**config.mk**
```make
export PLATFORM = sky130hd
export DESIGN_NAME = sdram_seq
export DESIGN_NICKNAME = d
export VERILOG_FILES = /design/src/rtl/sdram_seq_pkg.sv /design/src/rtl/sdr_delay.sv /design/src/rtl/sdr_ctl_reg.sv /design/src/rtl/sdram_seq.sv
export SDC_FILE = /design/constraint.sdc
export NUM_CORES = 1
export LEC_CHECK = 0
export ABC_AREA = 1
export BUFFER_PORTS_ARGS = -buffer_cell sky130_fd_sc_hd__buf_2
export CORE_ASPECT_RATIO = 1.4
export CORE_MARGIN = 8
export CORE_UTILIZATION = 55
export CTS_CLUSTER_SIZE = 16
export DETAILED_ROUTE_END_ITERATION = 7
export GPL_TIMING_DRIVEN = 0
export PLACE_DENSITY = 0.83
export SLEW_MARGIN = 0
export SYNTH_ARGS = -nofsm -noshare
export SYNTH_HDL_FRONTEND = slang
export SYNTH_SLANG_ARGS = --single-unit
```
**constraint.sdc**
```tcl
create_clock -name clk -period 2.24 [get_ports clk]
set_input_delay 0.672 -clock clk [delete_from_list [all_inputs] [get_ports clk]]
set_output_delay 0.672 -clock clk [all_outputs]
set_load 0.05 [all_outputs]
```
**src/rtl/sdram_seq_pkg.sv**
```systemverilog
package sdram_seq_pkg;

    typedef enum logic [3:0] {
        S_PWRUP, S_IDLE, S_PRE, S_PRE_WAIT, S_REF, S_REF_WAIT, S_LMR, S_LMR_WAIT,
        S_READY, S_DRAIN, S_SLP_PRE, S_SLP_GAP, S_SLP_REF, S_SLEEP, S_WAKE, S_SPARE
    } seq_state_t;

    // {cs_n, ras_n, cas_n, we_n}
    localparam logic [3:0] CMD_NOP = 4'b0111;
    localparam logic [3:0] CMD_PRE = 4'b0010;
    localparam logic [3:0] CMD_REF = 4'b0001;
    localparam logic [3:0] CMD_LMR = 4'b0000;

endpackage

```
**src/rtl/sdr_delay.sv**
```systemverilog
module sdr_delay #(
    parameter int W    = 16,
    parameter int INIT = 0
) (
    input  logic         clk,
    input  logic         rst_n,
    input  logic         load,
    input  logic [W-1:0] load_val,
    output logic         zero
);
    logic [W-1:0] cnt;

    always_ff @(posedge clk or negedge rst_n) begin
        if (!rst_n)         cnt <= W'(INIT);
        else if (load)      cnt <= load_val;
        else if (cnt != '0) cnt <= cnt - 1'b1;
    end

    assign zero = (cnt == '0);

endmodule

```
**src/rtl/sdr_ctl_reg.sv**
```systemverilog
module sdr_ctl_reg (
    input  logic       clk,
    input  logic       rst_n,
    input  logic       wr,
    input  logic [7:0] wdata,
    input  logic       lock_set,
    input  logic       act_set,
    output logic       arm,
    output logic       sleep_req,
    output logic [1:0] clt,
    output logic       act,
    output logic [7:0] rdata
);
    logic [1:0] rcd;
    logic       locked;

    always_ff @(posedge clk or negedge rst_n) begin
        if (!rst_n) begin
            arm       <= 1'b0;
            sleep_req <= 1'b0;
            rcd       <= 2'b01;
            clt       <= 2'b01;
            act       <= 1'b0;
            locked    <= 1'b0;
        end else begin
            if (lock_set) locked <= 1'b1;
            if (act_set)  act    <= 1'b1;
            if (wr) begin
                arm       <= wdata[0];
                sleep_req <= wdata[1];
                rcd       <= wdata[3:2];
                if (!(locked || lock_set)) clt <= wdata[5:4];
            end
        end
    end

    assign rdata = {act, 1'b0, clt, rcd, sleep_req, arm};

    // latency field frozen once the mode word has gone out
    a_r6_clt_frozen: assert property (@(posedge clk) disable iff (!rst_n)
        (locked && wr) |=> $stable(clt));

    // active flag never falls back
    a_r5_act_sticky: assert property (@(posedge clk) disable iff (!rst_n)
        act |=> act);

endmodule

```
**src/rtl/sdram_seq.sv**
```systemverilog
module sdram_seq
    import sdram_seq_pkg::*;
#(
    parameter int CLK_MHZ  = 250,
    parameter int PWRUP_US = 100,
    parameter int T_RP     = 3,
    parameter int T_RC     = 7,
    parameter int T_MRD    = 2,
    parameter int T_XSR    = 10,
    parameter int N_REF    = 8,
    parameter int ADDR_W   = 12
) (
    input  logic              clk,
    input  logic              rst_n,
    input  logic              reg_wr,
    input  logic [7:0]        reg_wdata,
    output logic [7:0]        reg_rdata,
    input  logic              mem_wr,
    input  logic              acc_busy,
    output logic              ready,
    output logic              sd_cke,
    output logic              sd_cs_n,
    output logic              sd_ras_n,
    output logic              sd_cas_n,
    output logic              sd_we_n,
    output logic [ADDR_W-1:0] sd_addr
);
    localparam int PWRUP_CYC = CLK_MHZ * PWRUP_US;
    localparam int M1        = (T_RC > T_XSR) ? T_RC : T_XSR;
    localparam int MAXV      = (PWRUP_CYC > M1) ? PWRUP_CYC : M1;
    localparam int TW        = $clog2(MAXV + 1);
    localparam int RW        = $clog2(N_REF + 1);

    seq_state_t      state, state_n;
    logic [RW-1:0]   ref_cnt;
    logic            t_load, t_zero;
    logic [TW-1:0]   t_val;
    logic            arm, sleep_req, act;
    logic [1:0]      clt;
    logic [3:0]      cmd;
    logic [ADDR_W-1:0] mode_word;

    sdr_ctl_reg u_reg (
        .clk(clk), .rst_n(rst_n), .wr(reg_wr), .wdata(reg_wdata),
        .lock_set(state == S_LMR), .act_set((state == S_LMR_WAIT) && t_zero),
        .arm(arm), .sleep_req(sleep_req), .clt(clt), .act(act), .rdata(reg_rdata)
    );

    sdr_delay #(.W(TW), .INIT(PWRUP_CYC - 1)) u_delay (
        .clk(clk), .rst_n(rst_n), .load(t_load), .load_val(t_val), .zero(t_zero)
    );

    always_comb begin
        mode_word      = '0;
        mode_word[6:4] = {1'b0, clt} + 3'd1;
        mode_word[9]   = 1'b1;
    end

    // state register and refresh counter
    always_ff @(posedge clk or negedge rst_n) begin
        if (!rst_n) begin
            state   <= S_PWRUP;
            ref_cnt <= '0;
        end else begin
            state <= state_n;
            if (state == S_PRE)      ref_cnt <= '0;
            else if (state == S_REF) ref_cnt <= ref_cnt + 1'b1;
        end
    end

    // next state and delay loads
    always_comb begin
        state_n = state;
        t_load  = 1'b0;
        t_val   = '0;
        unique case (state)
            S_PWRUP:    if (t_zero) state_n = S_IDLE;
            S_IDLE:     if (arm && mem_wr) state_n = S_PRE;
            S_PRE: begin
                t_load = 1'b1; t_val = TW'(T_RP - 2); state_n = S_PRE_WAIT;
            end
            S_PRE_WAIT: if (t_zero) state_n = S_REF;
            S_REF: begin
                t_load = 1'b1; t_val = TW'(T_RC - 2); state_n = S_REF_WAIT;
            end
            S_REF_WAIT: if (t_zero) state_n = (ref_cnt == RW'(N_REF)) ? S_LMR : S_REF;
            S_LMR: begin
                t_load = 1'b1; t_val = TW'(T_MRD - 2); state_n = S_LMR_WAIT;
            end
            S_LMR_WAIT: if (t_zero) state_n = S_READY;
            S_READY:    if (sleep_req) state_n = S_DRAIN;
            S_DRAIN:    if (!acc_busy) state_n = S_SLP_PRE;
            S_SLP_PRE: begin
                t_load = 1'b1; t_val = TW'(T_RP - 2); state_n = S_SLP_GAP;
            end
            S_SLP_GAP:  if (t_zero) state_n = S_SLP_REF;
            S_SLP_REF:  state_n = S_SLEEP;
            S_SLEEP: if (!sleep_req) begin
                t_load = 1'b1; t_val = TW'(T_XSR - 1); state_n = S_WAKE;
            end
            S_WAKE:     if (t_zero) state_n = S_READY;
            S_SPARE:    state_n = S_IDLE;
        endcase
    end

    // outputs
    always_comb begin
        cmd     = CMD_NOP;
        sd_cke  = 1'b1;
        sd_addr = '0;
        unique case (state)
            S_PRE, S_SLP_PRE: begin cmd = CMD_PRE; sd_addr[10] = 1'b1; end
            S_REF:            cmd = CMD_REF;
            S_LMR:            begin cmd = CMD_LMR; sd_addr = mode_word; end
            S_SLP_REF:        begin cmd = CMD_REF; sd_cke = 1'b0; end
            S_SLEEP:          sd_cke = 1'b0;
            default:          ;
        endcase
    end

    assign {sd_cs_n, sd_ras_n, sd_cas_n, sd_we_n} = cmd;
    assign ready = (state == S_READY) && act && !sleep_req;

    // checker: cycles since reset, saturating at the power-up length
    logic [TW-1:0] chk_cyc;
    always_ff @(posedge clk or negedge rst_n) begin
        if (!rst_n)                        chk_cyc <= '0;
        else if (chk_cyc != TW'(PWRUP_CYC)) chk_cyc <= chk_cyc + 1'b1;
    end

    // quiet command bus during power-up
    a_r1_quiet_powerup: assert property (@(posedge clk) disable iff (!rst_n)
        (chk_cyc < TW'(PWRUP_CYC)) |-> ({sd_cs_n, sd_ras_n, sd_cas_n, sd_we_n} == CMD_NOP));

    // a command is always followed by a NOP
    a_r3_nop_between: assert property (@(posedge clk) disable iff (!rst_n)
        ({sd_cs_n, sd_ras_n, sd_cas_n, sd_we_n} != CMD_NOP) |=>
        ({sd_cs_n, sd_ras_n, sd_cas_n, sd_we_n} == CMD_NOP));

    // ready never without the active flag
    a_r5_ready_needs_act: assert property (@(posedge clk) disable iff (!rst_n)
        ready |-> act);

    // a precharge after bring-up only once the access path went idle
    a_r8_drain_first: assert property (@(posedge clk) disable iff (!rst_n)
        (act && {sd_cs_n, sd_ras_n, sd_cas_n, sd_we_n} == CMD_PRE) |-> $past(!acc_busy));

    // clock enable falls only together with a refresh command
    a_r8_cke_with_ref: assert property (@(posedge clk) disable iff (!rst_n)
        $fell(sd_cke) |-> ({sd_cs_n, sd_ras_n, sd_cas_n, sd_we_n} == CMD_REF));

endmodule

```
==> summary.txt <==
Status
  – Status: finished, final reports clean

Logic synthesis
  – Ys async rst share: 100.0%
  – Avg Cell Area, Syn: approximately 7.4 µm²
  – Main synth FF type: dfrtp_1
  – Post-synth top area cell: dfrtp_1
  – Sequential element share of the synthesized area: 38.02%
  – Largest cells by area after synthesis: dfrtp_1 25%, dfstp_2 13%, nand2_1 12%
  – Count leader, synth: nand2_1
  – Number of distinct library cells after synthesis: 31
  – Post-Syn Instances: about 280
  – Synth warnings: 0
  – Mapped cell area: between 2000 and 2500 µm²
  – Post-synth top area share: 25.35%
  – Most frequent cells after synthesis: 67 x nand2_1, 46 x nor2_1, 36 x inv_1
  – Yosys reg bits: 31
  – Number of enable flip-flop cells after synthesis: 0

Global routing
  – GR Layer Usage met1: 17.34%
  – Met2 Usage GRT: 30.34%
  – First-pass GRT wire length: roughly 8200 µm
  – Global routing's busiest layer: met2
  – GRT Total Usage: roughly 18%
  – Number of global-route vias before repair: ~2,000
  – Initial antenna violation count: 0
  – Met3 usage: ~6%
  – GR Overflow Total: 0
  – Largest net degree at the start of global routing: 32

CTS
  – Worst-Skew Late Latency: between 0.2 and 0.3 ns
  – CTS Buf Count: 5
  – CTS tree: done
  – CTS root buf: clkbuf_8
  – Clock sinks: 31
  – H-tree Lvls: 2
  – Clock-pin slew on the worst setup and hold paths: roughly 0.07 ns
  – Clk buf depth: 2

Routing
  – Drt via density: 5.035
  – Post-DR wirelength/cell: roughly 13 µm
  – Drt initial violations: 169
  – Overall routed net length: around 5000 µm
  – First-pass iteration count of the detailed router: 4
  – Via Count: about 1,900
  – Post-route DRC: 0
  – Post-route antenna net violation count: 0

Die
  – Core area: about 3600 µm²
  – Initial Utilization: 56.90%
  – # IOs: 39
  – Die width: 67.89 µm
  – Die ar.: 6018 µm²
  – Die Span Y: roughly 89 µm
  – FP Rows: 26

Worst setup path
  – Crit path max fanout: 6
  – CP Class: reg -> out
  – Critical path data arrival time: approximately 1.5 ns
  – CP Launch Type: flip-flop
  – Required time worst endpoint: 1.57 ns
  – Critical Path Sink Type: primary output

Cells and area
  – Final Cell Area: about 2500 µm²
  – Antenna diodes: 0
  – Nets: between 300 and 400
  – Non-Filler Instances: 372
  – Layout cells sized above 1: 31.52%
  – Area growth syn-to-layout: 18.95%
  – Final core utilization: roughly two thirds
  – Number of fill cells: about 340

Timing
  – Max_slew headroom: ~54%
  – Max Freq: roughly 460 MHz
  – Fin crit period: approximately 2.2 ns
  – Skew final: a little under 0.007 ns
  – Final Hold Viols: 0
  – Final setup fails: 0
  – TNS Setup: 0 ns
  – PnR worst setup slack: approximately 0.050 ns
  – Final Hold Slack: ~0.42 ns
  – Final Max Slew Viols: 0
  – Period utilization: 97.77%
  – Slew @ Worst Pin: roughly 0.7 ns

Place
  – Pre-CTS setup slack: ~0.17 ns
  – Final GP Congestion: just under 1
  – Placed cells: about 360
  – DPL Wire Length: ~3700 µm
  – Number of port buffers: 27
  – Placed inst area: about 2300 µm²

Job
  – Max_cap viols: 0

Hold path
  – Hold Path Class: in -> async

Pwr
  – Total design power: 3.479 mW
  – PD cells: roughly 1400 nW/µm²
  – Static Leak: between 1 and 1.5 nW
  – Max IR drop VDD: 0.0009744 V
## area by class of cell
cell class | count | area, µm² | share of cell area, %
Tap cell | 42 | 52.55 | 2.131
Sequential cell | 31 | 792.0 | 32.12
Buffer | 16 | 131.4 | 5.327
Clock buffer | 7 | 86.33 | 3.501
Multi-Input combinational cell | 203 | 1064 | 43.13
Inverter | 40 | 150.1 | 6.088
Clock inverter | 1 | 5.005 | 0.2029
Timing Repair Buffer | 32 | 185.2 | 7.509
## sequential cells by signal, summed over array words and instances, names as in the netlist
name	count
u_reg.rcd	2
u_reg.clt	2
u_reg.sleep_req	1
u_reg.locked	1
ref_cnt	4
state	4
u_reg.arm	1
u_delay.cnt	15
u_reg.act	1
## final timing paths
path,start,endpoint,slack [ns],depth (start not counted)
worst min-delay path,rst_n,u_delay.cnt[11],0.42,1
worst min register to register,u_reg.locked,u_reg.locked,0.45,2
worst max-delay path,state[1],ready,0.05,5
min in group clk,u_reg.locked,u_reg.locked,0.45,2
worst max register to register,u_delay.cnt[0],state[2],0.58,9
max in group asynchronous,rst_n,state[0],1.32,1
## worst max-delay path, stage by stage, from the launching register on
cell and delay [ns]:
dfrtp_2 0.46, nor2_4 0.16, buf_4 0.14, nand3_1 0.15, nor2_1 0.15, buf_6 0.17
## cell usage in the layout, fill, tap and decap left out
cell,n
nand2_1,66
nor2_1,42
inv_1,36
buf_2,25
nand3_1,20
buf_4,18
dfrtp_1,18
dfstp_2,10
conb_1,9
nand2_2,7
o21ai_0,7
nor2_4,6
a21oi_1,6
clkbuf_8,6
buf_6,5
nor2_2,5
nand2_4,5
mux2_2,5
nand4_1,5
inv_2,4
ha_1,4
dfrtp_2,3
nor3_1,2
xor2_1,2
xnor2_1,2
o21ai_2,1
nand3b_2,1
nand3b_1,1
o21ai_1,1
o21a_1,1
o21bai_1,1
a21o_1,1
or2_2,1
nor3_2,1
a31oi_1,1
clkbuf_1,1
clkinv_2,1
## layer usage
| metal | vias up | part of all wire, % | wire [µm] |
|---|---|---|---|
| met5 | - | 0 | 0 |
| met4 | 0 | 4.7 | 230 |
| met3 | 24 | 6.5 | 318 |
| met2 | 70 | 51 | 2507 |
| met1 | 834 | 38 | 1835 |
| li1 | 945 | - | - |
## power breakdown
part	internal, mW	leakage [nW]	switching, mW
clock	0.247	0.0482	0.205
combinational	0.686	0.947	1.33
sequential	0.806	0.370	0.201
## kinds of logic (layout without fill, tap and decap cells)
kind of cell,after synthesis,in the layout,share of synthesized area [%]
AND/OR/NAND/NOR,162,162,36.57
buffers and inverters,56,96,13.40
flip-flops,31,31,38.02
AO/OA/AOI/OAI,19,19,5.010
multiplexers,5,5,2.716
adder cells (fa/ha/maj),4,4,2.414
XOR/XNOR,4,4,1.690
other,1,9,0.1809
## timing repair
action / CTS / global route
buffers inserted: 0 / 5
endpoints found under the setup margin: 3 / 6
resized for setup: 7 / 8
hold buffers: 0 / 0
pin swaps: 0 / 2
No activity file was read; power rests on OpenSTA's default activity.
